==> config.mk <==
export PLATFORM = sky130hd
export DESIGN_NAME = ssb_top
export DESIGN_NICKNAME = d
export VERILOG_FILES = /design/src/rtl/ssb_pkg.sv /design/src/rtl/ssb_fwd_search.sv /design/src/rtl/ssb_top.sv
export SDC_FILE = /design/constraint.sdc
export NUM_CORES = 2
export LEC_CHECK = 0
export BUFFER_PORTS_ARGS = -buffer_cell sky130_fd_sc_hd__buf_2
export CAP_MARGIN = 20
export CORE_ASPECT_RATIO = 1.1
export CORE_MARGIN = 3
export CORE_UTILIZATION = 60
export CTS_CLUSTER_SIZE = 14
export DETAILED_ROUTE_END_ITERATION = 10
export PLACE_DENSITY = 0.85
export SKIP_LAST_GASP = 1
export SLEW_MARGIN = 20
export SYNTH_ARGS = -nofsm -noshare
export SYNTH_HDL_FRONTEND = slang
export SYNTH_SLANG_ARGS = --single-unit
==> constraint.sdc <==
create_clock -name clk -period 9.8 [get_ports clk]
set_input_delay 1.96 -clock clk [delete_from_list [all_inputs] [get_ports clk]]
set_output_delay 1.96 -clock clk [all_outputs]
set_load 0.05 [all_outputs]
==> src/rtl/ssb_pkg.sv <==
package ssb_pkg;
    localparam int AW = 32;
    localparam int DW = 32;

    typedef struct packed {
        logic          valid;
        logic          spec;
        logic          has_addr;
        logic          has_data;
        logic [AW-1:0] addr;
        logic [DW-1:0] data;
    } sb_entry_t;
endpackage

==> src/rtl/ssb_fwd_search.sv <==
module ssb_fwd_search
    import ssb_pkg::*;
#(
    parameter  int DEPTH      = 8,
    parameter  int MATCH_BITS = 12,
    localparam int IW         = $clog2(DEPTH),
    localparam int PW         = IW + 1
) (
    input  sb_entry_t [DEPTH-1:0] ent,
    input  logic [IW-1:0]         head_idx,
    input  logic [PW-1:0]         older_cnt,
    input  logic [AW-1:0]         ld_addr,
    output logic                  hit,
    output logic                  stall,
    output logic [DW-1:0]         data
);
    logic found;
    logic unknown;
    logic sel_has_data;

    // walk oldest to youngest; a later match overrides an earlier one
    always_comb begin
        found        = 1'b0;
        unknown      = 1'b0;
        sel_has_data = 1'b0;
        data         = '0;
        for (int k = 0; k < DEPTH; k++) begin
            if (PW'(k) < older_cnt && ent[IW'(head_idx + IW'(k))].valid) begin
                if (!ent[IW'(head_idx + IW'(k))].has_addr) begin
                    unknown = 1'b1;
                end else if (ent[IW'(head_idx + IW'(k))].addr[MATCH_BITS-1:0]
                             == ld_addr[MATCH_BITS-1:0]) begin
                    found        = 1'b1;
                    sel_has_data = ent[IW'(head_idx + IW'(k))].has_data;
                    data         = ent[IW'(head_idx + IW'(k))].data;
                end
            end
        end
        stall = unknown | (found & ~sel_has_data);
        hit   = found & ~stall;
    end
endmodule

==> src/rtl/ssb_top.sv <==
module ssb_top
    import ssb_pkg::*;
#(
    parameter  int DEPTH      = 8,
    parameter  int MATCH_BITS = 12,
    localparam int IW         = $clog2(DEPTH),
    localparam int PW         = IW + 1
) (
    input  logic          clk,
    input  logic          rst_n,
    input  logic          alloc_req,
    output logic          alloc_ok,
    output logic [IW-1:0] alloc_slot,
    output logic [PW-1:0] alloc_ptr,
    input  logic          addr_we,
    input  logic [IW-1:0] addr_slot,
    input  logic [AW-1:0] addr_val,
    input  logic          data_we,
    input  logic [IW-1:0] data_slot,
    input  logic [DW-1:0] data_val,
    input  logic          commit_req,
    input  logic [IW-1:0] commit_slot,
    output logic          commit_ready,
    input  logic          abort_req,
    input  logic [IW-1:0] abort_slot,
    input  logic [PW-1:0] ld_ptr,
    input  logic [AW-1:0] ld_addr,
    input  logic [DW-1:0] ld_cache_data,
    output logic          ld_hit,
    output logic          ld_stall,
    output logic [DW-1:0] ld_data,
    output logic          cw_valid,
    output logic [AW-1:0] cw_addr,
    output logic [DW-1:0] cw_data,
    input  logic          cw_ready
);
    // head: oldest slot, cptr: oldest uncommitted slot, tail: next free slot
    typedef struct packed {
        sb_entry_t [DEPTH-1:0] ent;
        logic [PW-1:0]         head;
        logic [PW-1:0]         cptr;
        logic [PW-1:0]         tail;
    } sb_state_t;

    sb_state_t     s_d, s_q;
    logic [PW-1:0] occ_d;
    logic [IW-1:0] hidx_d, cidx_d, tidx_d, aoff_d;
    logic          full_d, commit_go_d, abort_go_d;
    logic          fwd_hit, fwd_stall;
    logic [DW-1:0] fwd_data;

    always_comb begin
        s_d    = s_q;
        hidx_d = s_q.head[IW-1:0];
        cidx_d = s_q.cptr[IW-1:0];
        tidx_d = s_q.tail[IW-1:0];
        occ_d  = s_q.tail - s_q.head;
        full_d = (occ_d == PW'(DEPTH));

        alloc_ok     = !full_d && !abort_req;
        alloc_slot   = tidx_d;
        alloc_ptr    = s_q.tail;
        commit_ready = (s_q.cptr != s_q.tail) && s_q.ent[cidx_d].has_addr
                       && s_q.ent[cidx_d].has_data;
        commit_go_d  = commit_req && commit_ready && (commit_slot == cidx_d);
        abort_go_d   = abort_req && s_q.ent[abort_slot].valid
                       && s_q.ent[abort_slot].spec && !commit_go_d;
        aoff_d       = abort_slot - hidx_d;

        cw_valid = (s_q.head != s_q.cptr);
        cw_addr  = s_q.ent[hidx_d].addr;
        cw_data  = s_q.ent[hidx_d].data;

        // execution results land only in live speculative slots
        if (addr_we && s_q.ent[addr_slot].valid && s_q.ent[addr_slot].spec) begin
            s_d.ent[addr_slot].addr     = addr_val;
            s_d.ent[addr_slot].has_addr = 1'b1;
        end
        if (data_we && s_q.ent[data_slot].valid && s_q.ent[data_slot].spec) begin
            s_d.ent[data_slot].data     = data_val;
            s_d.ent[data_slot].has_data = 1'b1;
        end

        if (commit_go_d) begin
            s_d.ent[cidx_d].spec = 1'b0;
            s_d.cptr             = s_q.cptr + PW'(1);
        end

        if (abort_go_d) begin
            for (int i = 0; i < DEPTH; i++) begin
                if (IW'(IW'(i) - hidx_d) >= aoff_d) begin
                    s_d.ent[i].valid = 1'b0;
                end
            end
            s_d.tail = s_q.head + {1'b0, aoff_d};
        end

        if (cw_valid && cw_ready) begin
            s_d.ent[hidx_d].valid = 1'b0;
            s_d.head              = s_q.head + PW'(1);
        end

        if (alloc_req && alloc_ok) begin
            s_d.ent[tidx_d]       = '0;
            s_d.ent[tidx_d].valid = 1'b1;
            s_d.ent[tidx_d].spec  = 1'b1;
            s_d.tail              = s_q.tail + PW'(1);
        end
    end

    always_ff @(posedge clk) begin
        if (!rst_n) s_q <= '0;
        else        s_q <= s_d;
    end

    ssb_fwd_search #(
        .DEPTH      (DEPTH),
        .MATCH_BITS (MATCH_BITS)
    ) i_search (
        .ent       (s_q.ent),
        .head_idx  (s_q.head[IW-1:0]),
        .older_cnt (ld_ptr - s_q.head),
        .ld_addr   (ld_addr),
        .hit       (fwd_hit),
        .stall     (fwd_stall),
        .data      (fwd_data)
    );

    assign ld_hit   = fwd_hit;
    assign ld_stall = fwd_stall;
    assign ld_data  = fwd_hit ? fwd_data : ld_cache_data;

    AST_ALLOC_STEP: assert property (@(posedge clk) disable iff (!rst_n)
        (alloc_req && alloc_ok) |=> alloc_ptr == $past(alloc_ptr) + PW'(1));
    AST_DRAIN_HOLD: assert property (@(posedge clk) disable iff (!rst_n)
        (cw_valid && !cw_ready) |=> cw_valid && $stable(cw_addr) && $stable(cw_data));
    AST_EMPTY_QUIET: assert property (@(posedge clk) disable iff (!rst_n)
        (alloc_ptr == s_q.head) |-> !cw_valid);
    AST_ABORT_REWIND: assert property (@(posedge clk) disable iff (!rst_n)
        abort_go_d |=> alloc_slot == $past(abort_slot));
    AST_COMMIT_ONE: assert property (@(posedge clk) disable iff (!rst_n)
        commit_go_d |=> s_q.cptr == $past(s_q.cptr) + PW'(1));
    AST_HIT_NOT_STALL: assert property (@(posedge clk) disable iff (!rst_n)
        !(ld_hit && ld_stall));
endmodule

== After elaboration in Yosys (flattened, before gate mapping) ==
Cells that the tools add are included.
Word-level totals
  flip-flop bits (word level): 556
  input bits: 152
  output and inout bits: 108
  logic and storage cells: 319
Cells by class
  add/sub/neg operators: 22
  magnitude comparators: 34
  eq/ne operators: 12
  multiplexer cells: 162
  bitwise operators: 7
  reductions and logical operators: 31
Operators by type and width (number)
  $bwmux W544: 8
  $bmux W68 S3: 12
  $mux W544: 4
  $demux W68 S3: 9
  $mux W68: 14
  $mux W32: 26
  $mux W548: 1
  $and A544 B544 Y544: 1
  $not A544 Y544: 1
  $mux W67: 2
  $mux W66: 2
  $eq A12 B12 Y1: 8
  $mux W1: 80
  $mux W65: 1
  $mux W64: 1
  $lt A3 B4 Y1 const B: 13
  $logic_and A1 B1 Y1: 27
  $ge A3 B3 Y1: 8
  $lt A3 B4 Y1 const A: 4
  $ge A3 B1 Y1 const B: 5
  $add A3 B3 Y3 const B: 4
  $add A4 B1 Y4 const B: 3
  $sub A3 B3 Y3 const A: 4
  $lt A1 B4 Y1 const A: 2
  other kinds (17): 28

== Logic depth before layout (Yosys ltp) ==
  depth in word-level cells: 33
  mapped depth: 26
  depth with buffers taken out: 15

== Modules after synthesis ==
A second synthesis with hierarchy kept.
Unflattened totals
  cell total of the unflattened synthesis: 4599
  area total of the unflattened synthesis: 43930.9 µm²
By module, submodules not included
  ssb_top: instances 1, cells each 2813, area each 25630.8 µm², seq. area each 11130.7 µm²
  ssb_fwd_search: instances 1, cells each 1786, area each 18300.1 µm², seq. area each 0.0 µm²

== Worst setup path before layout ==
Ideal clock, no wire load.
  path kind: reg-to-output
  start point: register s_q, in the netlist hidx_d[2]
  end point: output ld_data[13]
  arrival: 6625 ps
  data required time: 7840 ps
  slack: 1215 ps
  stages on the path, launching flop included: 26
  path buffers: 13
  cell sequence: dfxtp_1 buf_2 buf_2 buf_2 inv_2 buf_1 clkbuf_1 buf_1 clkbuf_1 ha_1 buf_4 buf_4 buf_4 buf_4 buf_4 mux2i_1 o22ai_1 a221oi_1 xnor2_1 nand4_1 nor4_4 nor2_1 nor4b_2 a211oi_4 buf_4 mux2i_1
On the way
  word-level cells in the longest chain between the ends: 33
  elaborated cells between the ends (all ways): 142
  those cells by class: add/sub (8); order compare (8); eq/ne (8); mux (105); bitwise (5); reduce/logical (8)
Ends and longest elaborated chain
  from (decl): RTL line ssb_top.sv:45  | sb_state_t s_d, s_q;
  from (signal assigned): RTL line ssb_top.sv:112  | if (!rst_n) s_q <= '0;
  from (signal assigned): RTL line ssb_top.sv:113  | else s_q <= s_d;
  parallel branches: the longest is 31 deep, another holds $add A3 B1 Y3
  $and A1 B1 Y1 (*): RTL line ssb_fwd_search.sv:40  | hit = found & ~stall;
  via ld_hit: RTL line ssb_top.sv:29  | output logic ld_hit,
  $mux W32 (*): RTL line ssb_top.sv:131  | assign ld_data = fwd_hit ? fwd_data : ld_cache_data;
  to (decl): RTL line ssb_top.sv:31  | output logic [DW-1:0] ld_data,
Mark *: on every way through the listed nets, which the timed path passes. The select of a mux whose other input is x is not followed.

== Final worst setup path ==
  start point: register s_q, in the netlist hidx_d[1]
  end point: output ld_data[2]
On the way
  word-level cells in the longest chain between the ends: 33
  elaborated cells between the ends (all ways): 142
  those cells by class: add/sub (8); order compare (8); eq/ne (8); mux (105); bitwise (5); reduce/logical (8)
Ends and longest elaborated chain (RTL line)
  parallel branches: the longest is 32 deep, another holds $add A3 B1 Y3
  $mux W32 (*): ssb_top.sv:131
Mark *: on every way between the ends. The select of a mux whose other input is x is not followed.

==> results.json <==
{
  "die_w_microns": 257,
  "total_power_mw": 4.97,
  "fin_nets": 4967,
  "cap_viol_max_count": 0,
  "worstReg2RegEnd": "s_q[501]$_SDFF_PN0_",
  "hold_path_class": "register to register",
  "die_height_microns": 283,
  "hold_end": "s_q[72]$_SDFF_PN0_",
  "grtUsageTotal_pct": 39.1,
  "slew_violations": 0,
  "power.leakage_nw": 15.7,
  "cts_tree": "yes",
  "fin_skew_ns": 0.0357,
  "ant_nets": 0,
  "syn_area_per_cell_sq_um": 8.49,
  "final.period_utilization_pct": 95.2,
  "r2r_setup_slack_ns": 4.69,
  "synthTopCellsByArea": "dfxtp_1, mux4_2, nand2_1",
  "final_cell_mix": "nand2_1, dfxtp_1, a21oi_1",
  "crit_fanout": 56,
  "power.density_nw_per_um2": 111,
  "setup_viol": 0,
  "clk_latency_ns": 0.69,
  "wl_microns": 147000,
  "max_stage_delay_ns": 0.83,
  "status": "complete, no violations",
  "initialDrtViolationCount": 6403,
  "min_from": "s_q[72]$_SDFF_PN0_",
  "coreArea_sq_um": 68300,
  "yosysSeqAreaShare_pct": 26.7,
  "fmax_mhz": 107,
  "synth_top_area_share_pct": 26.7,
  "cp-start-kind": "register",
  "drc_errors": 0,
  "relSlewSlack_pct": 15.1,
  "cts.clk_slew.worst_paths_ns": 0.07,
  "crit_path_frequent_cell": "a221oi_1",
  "layout-drive-gt1-share_pct": 19.5,
  "worstPathArrival_ns": 7.37,
  "synth_cell_types": 78,
  "min_period_ns": 9.33,
  "critPathKind": "register to primary output",
  "rsz0062_at_grt": "false",
  "place.gp.congestion": 1.01,
  "first_global_vias": 38900,
  "numPortBuffers": 239,
  "wl_per_cell_microns": 25.6,
  "synth_nets": 5099,
  "worstReg2RegStart": "hidx_d[2]$_SDFFE_PN0P_",
  "cp_top_family": "simple AND/OR/NAND/NOR gates",
  "fin_tns_setup_ns": 0,
  "synth_top_cell_by_area": "dfxtp_1",
  "grt_antenna_before_repair": 24,
  "cts_hold_buf": 0,
  "ir_drop_v": 0.000134,
  "pin_count": 260,
  "cts_buffers": 58,
  "cts_htree_levels": 2,
  "cp.required_ns": 7.84,
  "cts_resized": 0,
  "synthCells": 4913,
  "postCtsSetupBuffers": 0,
  "dr.pass1.iters": 9,
  "area_growth_pct": 7.53,
  "power.internal_mw": 3.73,
  "dpl.hpwl_microns": 87400,
  "crit_slowest_cell": "and2_2",
  "core.rowCount": 100,
  "die_area_sq_um": 72700,
  "min_path_cells": 2,
  "overflow": 0,
  "path_buf_inv": 3,
  "initial_core_util_pct": 61.1,
  "netlist_area_sq_um": 41700,
  "grt_start_max_net_pins": 170,
  "cts_sinks": 556,
  "switching_power_mw": 1.24,
  "ys.flop_type": "dfxtp_1",
  "synthArstFlopShare_pct": 0,
  "cts_root_buf": "clkbuf_16",
  "synth_seq_cells": 556,
  "worst_pin_slew_ns": 1.27,
  "via_count": 40600,
  "yosys_warnings": 0,
  "power_frac_clock_pct": 48.2,
  "seq_power_share_pct": 45.7,
  "cts_max_path_buffers": 3,
  "via_per_inst": 7.05,
  "synth_edf_count": 0,
  "pwr-share-comb_pct": 6.1,
  "layout_commonest_cell": "nand2_1",
  "swShare_pct": 24.9,
  "grt_pass1_wl_microns": 222000,
  "end_kind": "primary output",
  "worst-r2r-cell-count": 12,
  "cp_cell_sequence": "inv_1 > ha_4 > buf_4 > nand2b_1 > o22ai_1 > a221oi_1 > xnor2_1 > nand4_1 > or2_2 > and2_2 > a221oi_1 > a221o_1 > a31oi_1 > mux2_2 > buf_2",
  "hold_viol_final": 0
}
[cells in the mapped netlist (27+ instances only)]
| master | n |
|---|---|
| a21oi_1 | 462 |
| nor2_1 | 204 |
| buf_2 | 91 |
| a31oi_1 | 38 |
| a221oi_1 | 39 |
| buf_1 | 50 |
| nor3b_1 | 39 |
| clkbuf_2 | 30 |
| mux2i_1 | 330 |
| xnor2_1 | 73 |
| dfxtp_1 | 556 |
| buf_4 | 31 |
| inv_1 | 47 |
| mux2_2 | 35 |
| xor2_1 | 36 |
| mux4_2 | 430 |
| clkbuf_1 | 302 |
| nand2_1 | 1534 |
| ha_1 | 31 |
| o21ai_0 | 93 |
| nand3_1 | 92 |
| o22ai_1 | 27 |
[cell families (layout without fill, tap and decap cells)]
logic type	after synthesis	count (layout)	share of synthesized area, %
AO/OA/AOI/OAI	835	835	12.0
XOR/XNOR	110	110	2.35
buffers and inverters	565	479	5.89
adder cells (fa/ha/maj)	34	34	1.07
flip-flops	556	556	26.7
AND/OR/NAND/NOR	2001	2001	19.5
multiplexers	812	812	32.5
other	0	12	0
[per-layer routing]
| metal | track usage [%] | wire, microns |
|---|---|---|
| met1 | 46.5 | 47300 |
| met2 | 60.6 | 65300 |
| met3 | 12.6 | 22700 |
| met4 | 27.1 | 12000 |
| met5 | 0 | 122 |
[worst reg2reg max path: stages, from the launching register on]
cell      delay (ns)
dfxtp_4         0.52
clkinv_2        0.15
buf_4           0.55
buf_4           0.75
ha_1            0.41
a21oi_1         0.16
xnor2_1         0.09
a41oi_1         0.35
and3_1          0.30
nand3_1         0.25
nand2_4         0.60
buf_4           0.69
a21oi_1         0.12
[how the worst max path moves through the flow]
stage	start	to	cells past startpoint	slack, ns
6_report	hidx_d[1]$_SDFFE_PN0P_	ld_data[2]	15	0.47
5_1_grt	hidx_d[0]$_SDFFE_PN0P_	ld_data[2]	15	0.33
4_1_cts	hidx_d[1]$_SDFFE_PN0P_	ld_data[2]	15	0.84
3_5_place_dp	ld_ptr[0]	ld_data[19]	18	1.08
3_3_place_gp	ld_ptr[0]	ld_data[20]	18	1.20
2_1_floorplan	hidx_d[2]$_SDFFE_PN0P_	ld_data[13]	25	1.22
[registers in the layout, indices dropped and copies added (netlist names)]
| name | count |
|---|---|
| s_q | 546 |
| alloc_ptr | 4 |
| hidx_d | 3 |
| cidx_d | 3 |
[power groups by stage]
stage	registers, mW	logic [mW]	clock network, mW
2_1_floorplan	2.32	0.184	0
3_3_place_gp	2.32	0.281	0
3_5_place_dp	2.32	0.286	0
4_1_cts	2.27	0.286	2.38
5_1_grt	2.27	0.311	2.48
6_report	2.27	0.301	2.40
[through the flow]
stage                     cells  hold WS [ns]  worst slack, ns  cell area [sq um]  utilization (%)
after floorplan            4913         0.433             1.22              41700                -
after global placement     5634         0.439             1.20              42700             62.4
after detailed placement   5634         0.447             1.08              42700             62.4
after CTS                  5740         0.455            0.842              44700             65.4
after global routing       5750         0.466            0.329              44800             65.6
final                      5757         0.453            0.467              44900             65.7
[area by class of cell]
cell class              count  area, sq um
flip-flops and latches    556        11100
clock buffers              86         1710
well taps                 918         1150
repair buffers            321         1950
fillers                  5246        23500
clock inverters            20          318
multi-input cells        3792        28400
inverters                  52          198
diodes                     12         30.0
(Power assumes the default switching activity.)
